**src/rtl/mbm_pkg.sv**
```systemverilog
package mbm_pkg;

    typedef enum logic [2:0] {
        ST_IDLE,
        ST_REQ,
        ST_ADDR,
        ST_VADDR,
        ST_XLATE,
        ST_HPA,
        ST_DATA,
        ST_RCV
    } mbm_state_e;

    localparam logic [2:0] SZ_BYTE   = 3'd0;
    localparam logic [2:0] SZ_HALF   = 3'd1;
    localparam logic [2:0] SZ_WORD   = 3'd2;
    localparam logic [2:0] SZ_BURST4 = 3'd3;
    localparam logic [2:0] SZ_BURST8 = 3'd4;

    localparam int BEAT_CNT_W = 4;

    typedef struct packed {
        logic [2:0] size;
        logic       write;
        logic       virt;
    } mbm_cmd_t;

    function automatic logic [BEAT_CNT_W-1:0] beats_of(input logic [2:0] sz);
        case (sz)
            SZ_BURST4: return BEAT_CNT_W'(4);
            SZ_BURST8: return BEAT_CNT_W'(8);
            default:   return BEAT_CNT_W'(1);
        endcase
    endfunction

    function automatic logic is_burst(input logic [2:0] sz);
        return (sz == SZ_BURST4) || (sz == SZ_BURST8);
    endfunction

endpackage

```
**src/rtl/mbm_beat_ctr.sv**
```systemverilog
module mbm_beat_ctr
    import mbm_pkg::*;
#(
    parameter int BUS_W = 32
) (
    input  logic                  clk,
    input  logic                  rst,
    input  logic                  load,
    input  logic [BUS_W-1:0]      base,
    input  logic [BEAT_CNT_W-1:0] total,
    input  logic                  advance,
    output logic [BUS_W-1:0]      beat_addr,
    output logic                  last
);
    localparam int STEP = BUS_W / 8;

    logic [BEAT_CNT_W-1:0] cnt_q;
    logic [BEAT_CNT_W-1:0] total_q;
    logic [BUS_W-1:0]      addr_q;

    always_ff @(posedge clk) begin
        if (rst) begin
            cnt_q   <= '0;
            total_q <= BEAT_CNT_W'(1);
            addr_q  <= '0;
        end else if (load) begin
            cnt_q   <= '0;
            total_q <= total;
            addr_q  <= base;
        end else if (advance) begin
            cnt_q   <= cnt_q + BEAT_CNT_W'(1);
            addr_q  <= addr_q + BUS_W'(STEP);
        end
    end

    assign beat_addr = addr_q;
    assign last      = (cnt_q == (total_q - BEAT_CNT_W'(1)));

endmodule

```
**src/rtl/mbm_ctrl.sv**
```systemverilog
module mbm_ctrl
    import mbm_pkg::*;
(
    input  logic       clk,
    input  logic       rst,
    input  logic       req_valid,
    input  logic       virt,
    input  logic       bus_bg,
    input  logic       bus_ack,
    input  logic       bus_err,
    input  logic       last,
    output mbm_state_e state,
    output logic       load,
    output logic       advance,
    output logic       err_flag
);
    mbm_state_e state_q, state_d;
    logic       err_q;

    always_comb begin
        state_d = state_q;
        case (state_q)
            ST_IDLE:  if (req_valid) state_d = ST_REQ;
            ST_REQ:   if (bus_bg) state_d = virt ? ST_VADDR : ST_ADDR;
            ST_ADDR:  state_d = ST_DATA;
            ST_VADDR: state_d = ST_XLATE;
            ST_XLATE: state_d = ST_HPA;
            ST_HPA:   state_d = ST_DATA;
            ST_DATA:  if (bus_ack && (bus_err || last)) state_d = ST_RCV;
            ST_RCV:   state_d = ST_IDLE;
            default:  state_d = ST_IDLE;
        endcase
    end

    assign load    = (state_q == ST_IDLE) && req_valid;
    assign advance = (state_q == ST_DATA) && bus_ack && !bus_err;

    always_ff @(posedge clk) begin
        if (rst) begin
            state_q <= ST_IDLE;
            err_q   <= 1'b0;
        end else begin
            state_q <= state_d;
            if (load) begin
                err_q <= 1'b0;
            end else if ((state_q == ST_DATA) && bus_ack && bus_err) begin
                err_q <= 1'b1;
            end
        end
    end

    assign state    = state_q;
    assign err_flag = err_q;

endmodule

```
**src/rtl/mbm_sequencer.sv**
```systemverilog
module mbm_sequencer
    import mbm_pkg::*;
#(
    parameter int BUS_W = 32
) (
    input  logic             clk,
    input  logic             rst,
    input  logic             req_valid,
    output logic             req_ready,
    input  logic [BUS_W-1:0] req_addr,
    input  logic [2:0]       req_size,
    input  logic             req_write,
    input  logic             req_virt,
    input  logic [BUS_W-1:0] req_wdata,
    input  logic             more_pending,
    input  logic             cfg_as_early,
    output logic [BUS_W-1:0] rd_data,
    output logic             rd_valid,
    output logic             done,
    output logic             done_err,
    output logic             bus_br,
    input  logic             bus_bg,
    output logic             bus_as,
    output logic             bus_rw,
    output logic [2:0]       bus_siz,
    output logic             bus_den,
    output logic [BUS_W-1:0] bus_addr,
    output logic             bus_addr_oe,
    output logic [BUS_W-1:0] bus_ad_out,
    output logic             bus_ad_oe,
    input  logic [BUS_W-1:0] bus_ad_in,
    input  logic             bus_ack,
    input  logic             bus_err
);
    mbm_state_e       state;
    logic             load, advance, err_flag, last;
    logic [BUS_W-1:0] beat_addr;
    mbm_cmd_t         cmd_q;

    always_ff @(posedge clk) begin
        if (rst) begin
            cmd_q <= '0;
        end else if (load) begin
            cmd_q <= '{size: req_size, write: req_write, virt: req_virt};
        end
    end

    mbm_ctrl u_ctrl (
        .clk       (clk),
        .rst       (rst),
        .req_valid (req_valid),
        .virt      (cmd_q.virt),
        .bus_bg    (bus_bg),
        .bus_ack   (bus_ack),
        .bus_err   (bus_err),
        .last      (last),
        .state     (state),
        .load      (load),
        .advance   (advance),
        .err_flag  (err_flag)
    );

    mbm_beat_ctr #(.BUS_W(BUS_W)) u_beat (
        .clk       (clk),
        .rst       (rst),
        .load      (load),
        .base      (req_addr),
        .total     (beats_of(req_size)),
        .advance   (advance),
        .beat_addr (beat_addr),
        .last      (last)
    );

    // read capture, one clock after the acknowledged edge
    always_ff @(posedge clk) begin
        if (rst) begin
            rd_valid <= 1'b0;
            rd_data  <= '0;
        end else begin
            rd_valid <= advance && !cmd_q.write;
            if (advance && !cmd_q.write) begin
                rd_data <= bus_ad_in;
            end
        end
    end

    logic in_xfer;
    assign in_xfer = (state == ST_ADDR) || (state == ST_VADDR) || (state == ST_XLATE) ||
                     (state == ST_HPA)  || (state == ST_DATA);

    always_comb begin
        bus_br      = 1'b0;
        bus_as      = 1'b0;
        bus_den     = 1'b0;
        bus_ad_oe   = 1'b0;
        bus_ad_out  = '0;
        bus_rw      = in_xfer && !cmd_q.write;
        bus_siz     = in_xfer ? cmd_q.size : 3'd0;
        bus_addr_oe = in_xfer;
        bus_addr    = in_xfer ? beat_addr : '0;
        done        = 1'b0;
        done_err    = 1'b0;
        case (state)
            ST_REQ: bus_br = 1'b1;
            ST_ADDR: begin
                bus_br     = more_pending;
                bus_as     = 1'b1;
                bus_ad_oe  = 1'b1;
                bus_ad_out = beat_addr;
            end
            ST_VADDR: begin
                bus_br     = more_pending;
                bus_ad_oe  = 1'b1;
                bus_ad_out = beat_addr;
            end
            ST_HPA: bus_as = 1'b1;
            ST_DATA: begin
                bus_den    = 1'b1;
                bus_as     = is_burst(cmd_q.size) && !cfg_as_early && !last;
                bus_ad_oe  = cmd_q.write;
                bus_ad_out = cmd_q.write ? req_wdata : '0;
            end
            ST_RCV: begin
                done     = 1'b1;
                done_err = err_flag;
            end
            default: ;
        endcase
    end

    assign req_ready = (state == ST_IDLE);

endmodule

```
**config.mk**
```make
export PLATFORM = sky130hd
export DESIGN_NAME = mbm_sequencer
export DESIGN_NICKNAME = d
export VERILOG_FILES = /design/src/rtl/mbm_pkg.sv /design/src/rtl/mbm_beat_ctr.sv /design/src/rtl/mbm_ctrl.sv /design/src/rtl/mbm_sequencer.sv
export SDC_FILE = /design/constraint.sdc
export NUM_CORES = 1
export LEC_CHECK = 0
export BUFFER_PORTS_ARGS = -buffer_cell sky130_fd_sc_hd__buf_2
export CORE_MARGIN = 2
export CORE_UTILIZATION = 50
export CTS_CLUSTER_SIZE = 20
export DETAILED_ROUTE_END_ITERATION = 12
export PLACE_DENSITY = 0.9
export REMOVE_ABC_BUFFERS = 1
export SYNTH_ARGS = -nofsm -noshare
export SYNTH_HDL_FRONTEND = slang
export SYNTH_SLANG_ARGS = --single-unit
```
**constraint.sdc**
```tcl
create_clock -name clk -period 2.89 [get_ports clk]
set_input_delay 0.289 -clock clk [delete_from_list [all_inputs] [get_ports clk]]
set_output_delay 0.289 -clock clk [all_outputs]
set_load 0.05 [all_outputs]
```
==> impl_metrics.yaml <==
cts:
  clockRootBuffer: "clkbuf_8"
  worstSkewPairLatency_ns: 0.35
  cts_hold_buf: 0
  post_cts_buffers: 0
  cts.sinks: 81
  clk_pin_slew_ns: 0.08
  cts_made_buffers: 9
  h-tree-depth: 3
  cts_buffer_depth: 2
  cts_tree: "done"
drt:
  wl_per_cell_um: 15.4
  maxUsedRoutingLayer: "met4"
  wl_met3_um: 793
  route.layer.met1.wl_um: 5460
  dr_total_vias: 4807
  vias_per_cell: 5.54
  drc_errors: 0
  firstDrtPassIters: 5
  drt-total-wl_um: 13300
  first_iter_violations: 279
  antenna_left: 0
  wl_met2_um: 6810
setup_path:
  critPathMaxFanout: 26
  critPathArrivalTime_ns: 2.43
  cp-start-kind: "register"
  worstPathCellList: "nand3b_2 -> inv_1 -> and2_1 -> buf_12 -> a22o_1 -> buf_2"
  max_stage_delay_ns: 0.59
  worst_path_dominant_cell_family: "buffers and inverters"
  required_ns: 2.60
  path_buf_inv: 3
  critical_path_class: "register to output port"
  crit_slowest_cell: "dfxtp_1"
  crit_path_end_kind: "output port"
grt:
  antenna_found_initial: 0
  grt_pass1_wl_um: 21500
  overflow: 0
  grt.total_usage: 0.275
  grt_max_degree: 42
  grt_pass1_vias: 4544
sta:
  tightest_slew_ns: 1.04
  final.min_clock_period_ns: 2.72
  drv_slew: 0
  max_freq_mhz: 367
  fin_worst_skew_ns: 0.0160
  hold_slack_ns: 0.151
  period_share: 0.942
  slew_headroom: 0.308
  setup_violations: 0
  hold_viol: 0
  rsz0062_at_grt: "no"
floorplan:
  dieWidth_um: 96.7
  rows: 33
  design.core.area_um2: 8260
  start_util: 0.520
  io_pins: 218
  die_h_um: 96.7
  dieArea_um2: 9350
final_layout:
  seq_area_um2: 1620
  stdcell_count: 867
  layout_common_cells: "buf_2, nand2_1, dfxtp_1, a21oi_1, nor2_1"
  final_area_um2: 5700
  multi_input_area_um2: 2510
  post-route-util: 0.690
  nets: 869
  fillCellCount: 719
  diodes: 0
  mostFrequentLayoutCell: "buf_2"
  drive_above_1_share: 0.349
  area.growth.synth_to_final_pct: 32.8
yosys:
  synth_area_per_cell_um2: 7.70
  synthFlopType: "dfxtp_1"
  netlist_area_um2: 4290
  synth_enable_flop_cells: 0
  synth_cell_types: 52
  synth_cells: 558
  async_flop_share: 0
  ys_ff_latch: 81
  yosysWarnings: 0
  yosysSeqAreaShare: 0.378
place:
  hpwl_um: 9870
  dp_cells: 851
  gp_congestion: 0.906
  placed_area_um2: 5490
  port_buffers: 217
power_and_ir_drop:
  power_density_nw_per_um2: 483
  p_leak_nw: 2.63
  finalPower_mw: 2.75
  peakVddDrop_uv: 313
job:
  max-cap-violations: 0
worst_hold_path:
  hold_path_class: "input pin to register"
status:
  outcome: "completed"
==> per-layer routing <==
metal | global-route usage | vias to the layer above
li1 | - | 2358
met1 | 0.336 | 2244
met2 | 0.476 | 183
met3 | 0.0535 | 22
met4 | 0.105 | 0
met5 | 0 | -
==> worst register-to-register path: stages, from the launching register on <==
cell and delay (ns):
dfxtp_1 0.59, nand3b_2 0.24, nor4_4 0.47, nand4_2 0.22, or4_1 0.44, a311oi_1 0.24
==> worst paths after layout <==
path	from	end	slack, ns	cells past startpoint
worst max register to register	u_ctrl.state[1]	u_beat.beat_addr[26]	0.62	5
worst max-delay path	u_ctrl.state[1]	bus_ad_out[6]	0.17	6
worst min register to register	rd_data[22]	rd_data[22]	0.46	2
worst min-delay path	req_addr[29]	u_beat.beat_addr[29]	0.15	3
==> layout make-up <==
cell class / count / share of cell area
well taps: 105 / 0.0230
inverters: 8 / 0.00527
flip-flops and latches: 81 / 0.285
clock buffers: 9 / 0.0217
clock inverters: 7 / 0.0136
repair buffers: 230 / 0.212
multi-input cells: 427 / 0.440
==> synth_stat cells, types with 8 or more instances <==
master    instances  share of area
dfxtp_1          81           0.38
a21oi_1          58          0.068
nand4_1           9          0.013
and2_1           35          0.051
nor3_1           12          0.014
a211oi_1         12          0.021
nor2_1           42          0.037
inv_1             8         0.0070
clkbuf_1         37          0.032
a22o_1           33          0.067
nand2_1         113          0.099
o21ai_0           8         0.0093
xnor2_1          10          0.020
nand3_1           9          0.010
xor2_1            8          0.016
==> through the flow <==
| step | setup slack [ns] | TNS, ns |
|---|---|---|
| 6_report | 0.169 | 0 |
| 5_1_grt | 0.0553 | 0 |
| 4_1_cts | 0.116 | 0 |
| 3_5_place_dp | 0.273 | 0 |
| 3_3_place_gp | 0.493 | 0 |
| 2_1_floorplan | -0.170 | -5.61 |
==> cells by family after synthesis <==
logic type	share of synthesized area
mux	0.00991
fa+ha+maj	0.00874
simple gates	0.302
xor+xnor	0.0367
buf+inv	0.0446
compound gates	0.221
flops	0.378
==> sequential cells by signal, summed over array words and instances (netlist names) <==
name and count:
rd_valid 1, u_beat.total_q 3, cmd_q 5, u_beat.beat_addr 32, rd_data 32, u_beat.cnt_q 4
u_ctrl.state 3, u_ctrl.err_flag 1
==> timing repair <==
action	CTS	global route
setup endpoints to repair	34	25
gates cloned	0	0
resized for setup	1	1
==> power by group <==
part	internal, mW	switching [mW]	total, mW
combinational	0.221	0.405	0.626
clock	0.408	0.435	0.843
sequential	1.18	0.104	1.29
No activity file was read; power rests on OpenSTA's default activity.
